==> src/rtl/narrow_sat_pkg.sv <==
package narrow_sat_pkg;

  typedef enum logic [1:0] {
    OP_S32TO16 = 2'd0,
    OP_S16TO8  = 2'd1,
    OP_U16TO8  = 2'd2,
    OP_RSVD    = 2'd3
  } narrowOpE;

  typedef struct packed {
    logic load;       // capture a new result this cycle
    logic wideElem;   // 32-bit elements when set, 16-bit otherwise
    logic signedSat;  // signed clamp when set, unsigned otherwise
    logic zeroOut;    // reserved op: force the result to zero
  } dpCtrlT;

endpackage

==> src/rtl/narrow_ctrl.sv <==
module narrow_ctrl
  import narrow_sat_pkg::*;
(
  input  logic       clk,
  input  logic       rstN,
  input  logic       inValid,
  input  logic [1:0] opSel,
  output dpCtrlT     ctrl,
  output logic       outValid,
  output logic       illegalOp
);

  narrowOpE opDec;
  assign opDec = narrowOpE'(opSel);

  always_comb begin
    ctrl           = '0;
    ctrl.load      = inValid;
    ctrl.wideElem  = 1'b0;
    ctrl.signedSat = 1'b0;
    ctrl.zeroOut   = 1'b0;
    case (opDec)
      OP_S32TO16: begin
        ctrl.wideElem  = 1'b1;
        ctrl.signedSat = 1'b1;
      end
      OP_S16TO8: ctrl.signedSat = 1'b1;
      OP_U16TO8: ctrl.signedSat = 1'b0;
      default:   ctrl.zeroOut   = 1'b1;
    endcase
  end

  always_ff @(posedge clk) begin
    if (!rstN) begin
      outValid  <= 1'b0;
      illegalOp <= 1'b0;
    end else begin
      outValid  <= inValid;
      illegalOp <= inValid && (opDec == OP_RSVD);
    end
  end

endmodule

==> src/rtl/narrow_dp.sv <==
module narrow_dp
  import narrow_sat_pkg::*;
#(
  parameter int OPW    = 64,
  parameter int WORD_W = 16
) (
  input  logic           clk,
  input  logic           rstN,
  input  dpCtrlT         ctrl,
  input  logic [OPW-1:0] opA,
  input  logic [OPW-1:0] opB,
  output logic [OPW-1:0] result
);

  localparam int CAT_W  = 2 * OPW;
  localparam int DW_W   = 2 * WORD_W;
  localparam int BYTE_W = WORD_W / 2;
  localparam int N_DW   = CAT_W / DW_W;
  localparam int N_WD   = CAT_W / WORD_W;
  localparam int DW_EXT = DW_W - WORD_W + 1;
  localparam int WD_EXT = WORD_W - BYTE_W + 1;

  logic [CAT_W-1:0] catVal;
  logic [OPW-1:0]   dwPacked;
  logic [OPW-1:0]   wdPacked;
  logic [OPW-1:0]   nextResult;

  assign catVal = {opB, opA};

  // 32-bit signed elements to 16-bit signed lanes
  for (genvar i = 0; i < N_DW; i++) begin : g_dwLane
    logic [DW_W-1:0]   elem;
    logic              fits;
    logic [WORD_W-1:0] lane;
    assign elem = catVal[i*DW_W +: DW_W];
    assign fits = (elem[DW_W-1:WORD_W-1] == {DW_EXT{elem[DW_W-1]}});
    always_comb begin
      if (fits)               lane = elem[WORD_W-1:0];
      else if (elem[DW_W-1])  lane = {1'b1, {(WORD_W-1){1'b0}}};
      else                    lane = {1'b0, {(WORD_W-1){1'b1}}};
    end
    assign dwPacked[i*WORD_W +: WORD_W] = lane;
  end

  // 16-bit elements to 8-bit lanes, signed or unsigned clamp
  for (genvar j = 0; j < N_WD; j++) begin : g_wdLane
    logic [WORD_W-1:0] elem;
    logic              sFits;
    logic              uFits;
    logic [BYTE_W-1:0] lane;
    assign elem  = catVal[j*WORD_W +: WORD_W];
    assign sFits = (elem[WORD_W-1:BYTE_W-1] == {WD_EXT{elem[WORD_W-1]}});
    assign uFits = (elem[WORD_W-1:BYTE_W] == '0);
    always_comb begin
      if (ctrl.signedSat) begin
        if (sFits)               lane = elem[BYTE_W-1:0];
        else if (elem[WORD_W-1]) lane = {1'b1, {(BYTE_W-1){1'b0}}};
        else                     lane = {1'b0, {(BYTE_W-1){1'b1}}};
      end else begin
        lane = uFits ? elem[BYTE_W-1:0] : {BYTE_W{1'b1}};
      end
    end
    assign wdPacked[j*BYTE_W +: BYTE_W] = lane;
  end

  always_comb begin
    if (ctrl.zeroOut)       nextResult = '0;
    else if (ctrl.wideElem) nextResult = dwPacked;
    else                    nextResult = wdPacked;
  end

  always_ff @(posedge clk) begin
    if (!rstN)          result <= '0;
    else if (ctrl.load) result <= nextResult;
  end

endmodule

==> src/rtl/narrow_sat_top.sv <==
module narrow_sat_top
  import narrow_sat_pkg::*;
#(
  parameter int OPW    = 64,
  parameter int WORD_W = 16
) (
  input  logic           clk,
  input  logic           rstN,
  input  logic           inValid,
  input  logic [1:0]     opSel,
  input  logic [OPW-1:0] opA,
  input  logic [OPW-1:0] opB,
  output logic           outValid,
  output logic [OPW-1:0] result,
  output logic           illegalOp
);

  dpCtrlT ctrl;

  narrow_ctrl u_ctrl (
    .clk       (clk),
    .rstN      (rstN),
    .inValid   (inValid),
    .opSel     (opSel),
    .ctrl      (ctrl),
    .outValid  (outValid),
    .illegalOp (illegalOp)
  );

  narrow_dp #(.OPW(OPW), .WORD_W(WORD_W)) u_dp (
    .clk    (clk),
    .rstN   (rstN),
    .ctrl   (ctrl),
    .opA    (opA),
    .opB    (opB),
    .result (result)
  );

endmodule

==> config.mk <==
export PLATFORM = sky130hd
export DESIGN_NAME = narrow_sat_top
export DESIGN_NICKNAME = d
export VERILOG_FILES = /design/src/rtl/narrow_sat_pkg.sv /design/src/rtl/narrow_ctrl.sv /design/src/rtl/narrow_dp.sv /design/src/rtl/narrow_sat_top.sv
export SDC_FILE = /design/constraint.sdc
export NUM_CORES = 1
export LEC_CHECK = 0
export BUFFER_PORTS_ARGS = -buffer_cell sky130_fd_sc_hd__buf_2
export CORE_MARGIN = 2
export CORE_UTILIZATION = 46
export DETAILED_ROUTE_END_ITERATION = 6
export MAX_ROUTING_LAYER = met4
export PLACE_DENSITY = 0.81
export RECOVER_POWER = 50
export SYNTH_ARGS = -nofsm -noshare
export SYNTH_HDL_FRONTEND = slang
export SYNTH_SLANG_ARGS = --single-unit
==> constraint.sdc <==
create_clock -name clk -period 2.5 [get_ports clk]
set_input_delay 0.25 -clock clk [delete_from_list [all_inputs] [get_ports clk]]
set_output_delay 0.25 -clock clk [all_outputs]
set_load 0.01 [all_outputs]
Word-level counts from Yosys, hierarchy flattened. Index checks and enable logic that the tools add are counted.

Memories kept: 0. Bits of input ports: 133. Bits in writable memories: 0. Word-level logic and storage cells: 74. Latch bits: 0. ROM bits: 0. Register bits: 66. Output and inout bits: 66.

Shift operators: 0. Reductions and logical operators: 12. Muxes and demuxes: 44. Bitwise operators: 0. Add/subtract/negate cells: 0. Multiply operators: 0. Eq/ne operators: 15. Order comparisons: 0. Divide/modulo/power cells: 0.

Operators with widths (number): 8-bit 2-to-1 mux (32); 16-bit 2-to-1 mux (8); 64-bit 2-to-1 mux (2); 16-bit equality test (4); 8-bit equality test (8); 8-bit logical NOT (8); 2-bit equality test, second input constant (2); 3-bit OR reduction (1); 2-bit by 1-bit equality test with 1-bit output, second input constant (1); 2-bit logical NOT (1); 1-bit 2-to-1 mux (2); 2-bit OR reduction (1); 1-bit logical AND (1).

Logic depth before layout (Yosys ltp).
Depth after elaboration: 6. Depth in mapped cells: 9. Mapped depth without buffers: 8.

Cells and area by module. A second synthesis with hierarchy kept.

Cell total of the unflattened synthesis: 461. Area total of the unflattened synthesis: 3812.4 um^2.

Modules (own cells, without submodules): narrow_dp (cells an instance 453, instances 1, area an instance 3734.8 um^2, seq. area each 1281.2 um^2); narrow_ctrl (cells an instance 8, instances 1, area an instance 77.6 um^2, seq. area each 40.0 um^2).

Least setup slack after synthesis. No wires, ideal clock.

Path type: input -> register. Start point: input port opA[56]. End point: register u_dp.result[16]. Path slack: 0.408 ns. Setup time: 0.122 ns. Buffers on the path: 0. Arrival time: 1.970 ns. Cell stages on the path: 6. Required time: 2.378 ns. Cell sequence: or4_1 > nand2b_4 > a221oi_4 > o21ai_4 > nor3b_4 > a221o_1.

Word-level cells in the longest chain between the ends: 4.

Ends and longest elaborated chain: from (decl) (RTL line narrow_sat_top.sv:11) `input logic [OPW-1:0] opA,`; 16-bit equality test (RTL line narrow_dp.sv:36) `assign fits = (elem[DW_W-1:WORD_W-1] == {DW_EXT{elem[DW_W-1]}});`; 16-bit 2-to-1 mux (RTL line narrow_dp.sv:38) `if (fits) lane = elem[WORD_W-1:0];`; 64-bit 2-to-1 mux (RTL line narrow_dp.sv:68) `else if (ctrl.wideElem) nextResult = dwPacked;`; 64-bit 2-to-1 mux (RTL line narrow_dp.sv:67) `if (ctrl.zeroOut) nextResult = '0;`; to (signal assigned) (RTL line narrow_dp.sv:74) `else if (ctrl.load) result <= nextResult;`; to (decl) (RTL line narrow_dp.sv:12) `output logic [OPW-1:0] result`.

Every way passes these cells. A chain may end at the register's enable or synchronous reset.

Worst setup path in the final report.
Start point: input port opSel[1]. End point: register u_dp.result[38].

Word-level cells in the longest chain between the ends: 6. Elaborated cells between the ends (all ways): 10. Those cells by class: eq/ne (2); mux (5); reduce/logical (3).

Ends and longest elaborated chain: from (decl) (RTL line narrow_sat_top.sv:10) `input logic [1:0] opSel,`; 2-bit by 1-bit equality test with 1-bit output or 2-bit logical NOT (tied branches) (RTL line narrow_ctrl.sv:22) `case (opDec)`; 2-bit OR reduction (no source line); 1-bit 2-to-1 mux (RTL line narrow_ctrl.sv:22); 8-bit 2-to-1 mux (RTL line narrow_dp.sv:55) `if (ctrl.signedSat) begin`; 64-bit 2-to-1 mux (RTL line narrow_dp.sv:68); 64-bit 2-to-1 mux (*) (RTL line narrow_dp.sv:67).

Mark *: on every way between the ends. The rest lies on a longest branch, timed or not.

==> summary.txt <==
status - finished clean
sequential cell area - 1320 µm²
reg2reg start - u_dp.result[62]
Syn Area/Cell - 7.99 µm²
area leader, netlist - dfxtp_1
post-route ant nets - 0
Initial Utilization - 46.8%
Post-synth EDFFs - 0
die area - 9030 µm²
Startpoint Class - primary input
clk sinks - 66
VDD IR max - 264 µV
Root Buffer - clkbuf_8
crit path cell chain - clkbuf_1, inv_2, nand2_1, buf_4, a21oi_1, nor3b_1, a221o_1
drt total wl - 12700 µm
Port Buffers - 198
die width - 95.0 µm
simple-gate portion of the synthesized area - 25.2%
clk_skew - 0 ps
nets - 816
syn nets - 618
hold depth - 2
post-CTS sizing - 0
Reg2Reg Setup Slack - 1660 ps
setup TNS - 0 ps
xor/xnor share of the synthesized area - 0%
kind of end point of the critical path - register
drt pass-1 iters - 5
Cell Area, Synth - 3810 µm²
Pwr Density - 546 nW/µm²
post-synthesis compound-gate area fraction - 33.0%
initial antenna violation count - 0
post-synthesis sequential area ratio - 34.7%
Worst R2R End - u_dp.result[62]
RSZ-0062 raised after global routing - no
core area - 8130 µm²
Worst Path Buf+Inv - 3
R2R depth - 4
Adder-Cell Fraction of Synth Area - 2.63%
Leakage - 2.13 nW
# setup viols final - 0
crit path kind - primary input to register
share of the synthesized area in the top cell type - 34.7%
clk slew on worst S/H paths - 80 ps
DR vias/cell - 5.88
Synth-to-Final Area Change - 32.8%
FILL cells - 778
synth warn - 0
Data required, critical path - 2770 ps
fraction of layout cells with a size suffix above 1 - 26.0%
area of the multi-input gates - 2320 µm²
DR iter-0 viols - 226
Post-CTS Setup Inserts - 0
Async S/R FF share, synth - 0%
worst hold start - opA[4]
Slew headroom - 32.0%
Final period util - 91.3%
minimum clock period - 2280 ps
Yosys cell types - 67
global-route wire length before repair - 19300 µm
Rows - 33
GR Util All Layers - 27.5%
antenna fix cells - 0
Area contributors post-synth - dfxtp_1, a21oi_1, nand2_1, a221o_1, o31ai_1
CTS tree - done
pin count of the biggest net entering global routing - 44
Final Non-Filler Cells - 785
critical path peak fanout - 14
H-tree levels - 3
largest family of logic cells by synthesized area - compound AO/OA/AOI/OAI gates
DP HPWL - 9840 µm
max frequency - 0.438 GHz
Remaining DRCs - 0
WP data arrival - 2550 ps
mux cell area share after synthesis - 0%
global route overflow - 0
Slew Limit Fails - 0
gpl congestion - 0.961
number of vias in the routed layout - 4615
die height - 95.0 µm
Yosys reg bits - 66
TritonCTS buffer count - 9
cell family contributing the most delay on the critical path - simple AND/OR/NAND/NOR gates
measured slew at the worst slew-check pin - 1020 ps
Post-Place Cells - 769
final hold viol count - 0
Worst-Skew Late Latency - 340 ps
main flop type after synthesis - dfxtp_1
vias in the first global route - 4172
synthesized instance count - 477
Avg WL per Cell - 16.2 µm
Hold EP - u_dp.result[4]
clock tree buffer depth - 2
IO Pins - 199
Max stage delay on crit path - 820 ps
worst hold path type - primary input to register
CP max stage cell - nor3b_1
hold buffer count at CTS - 0
Max-Cap Viols - 0
==> per-stage QoR <==
| step | setup WS, ps | instance area [µm²] | utilization [%] | power, mW | hold WS [ps] |
|---|---|---|---|---|---|
| 2_1_floorplan | 408 | 3810 | - | 1.48 | 386 |
| 6_report | 218 | 5060 | 62.2 | 2.76 | 133 |
| 3_3_place_gp | 202 | 4920 | 60.5 | 1.77 | 431 |
| 4_1_cts | 410 | 5140 | 63.2 | 2.80 | 117 |
| 5_1_grt | 121 | 5060 | 62.2 | 2.89 | 119 |
| 3_5_place_dp | 71.8 | 4920 | 60.5 | 1.79 | 439 |
==> worst max path at each step <==
stage	slack [ps]	startpoint	endpoint	cells past startpoint
finish	220	opSel[1]	u_dp.result[38]	7
global route	120	opSel[1]	u_dp.result[37]	7
CTS	410	opB[31]	u_dp.result[38]	8
detailed placement	70	opB[31]	u_dp.result[38]	8
global placement	200	opB[17]	u_dp.result[38]	7
floorplan	410	opA[56]	u_dp.result[16]	6
==> flip-flops by register name, indices dropped and copies added, names as in the netlist <==
register / flops
u_dp.result: 64
u_ctrl.outValid: 1
u_ctrl.illegalOp: 1
==> cell usage in the layout, fill, tap and decap left out, drive strengths merged, types with 8 or more instances in the layout <==
cell / Yosys / layout
nor2b: 8 / 8
dfxtp: 66 / 66
nor2: 34 / 34
nand3: 16 / 16
nand2: 59 / 59
nor4: 9 / 9
o31ai: 23 / 23
nand4: 17 / 17
nor3: 19 / 19
clkbuf: 11 / 75
o21ai: 32 / 32
inv: 22 / 22
buf: 7 / 141
ha: 8 / 8
a221o: 21 / 21
o21a: 9 / 9
a21oi: 47 / 47
==> routing by layer <==
metal | track usage (%) | vias to the layer above | wire [µm]
li1 | - | 2227 | -
met1 | 33.4 | 2162 | 5460
met2 | 47.1 | 211 | 6160
met3 | 5.67 | 15 | 927
met4 | 6.16 | 0 | 145
met5 | - | - | 0
==> final cells by class <==
class	instances	area share [%]
Tap cell	105	2.60
Multi-Input combinational cell	370	45.9
Timing Repair Buffer	206	19.4
Sequential cell	66	26.1
Inverter	22	1.63
Clock buffer	10	2.52
Clock inverter	6	1.81
==> worst register-to-register path, cell delays in order (launching register included) <==
cell,delay (ps)
dfxtp_1,320
inv_1,50
o21ai_0,70
a221oi_1,230
nor2_1,70
==> synth_stat cells, drive strengths merged, types with 2 or more instances <==
master,number
a21oi,47
a31oi,4
o21ai,32
nand4,17
o31ai,23
inv,22
nand2b,2
and4,3
or3,6
o21a,9
or4,7
dfxtp,66
nand4b,3
a21o,3
nor4,9
a211oi,2
a221o,21
ha,8
a211o,2
buf,7
a31o,2
a221oi,3
nor3b,2
o22ai,7
nand3,16
nor2b,8
nor2,34
nor3,19
o211ai,4
clkbuf,11
nand2,59
==> logic make-up after synthesis <==
logic type / count (synthesis)
compound gates: 174
fa+ha+maj: 8
buf+inv: 41
flops: 66
simple gates: 188
==> power breakdown <==
| part | leakage, nW | internal, mW | total [mW] | switching, mW |
|---|---|---|---|---|
| Clock | 0.0987 | 0.564 | 1.02 | 0.451 |
| Combinational | 1.48 | 0.231 | 0.556 | 0.325 |
| Sequential | 0.547 | 1.14 | 1.19 | 0.0485 |
| Total | 2.13 | 1.94 | 2.76 | 0.824 |
No activity file was read; power rests on OpenSTA's default activity.
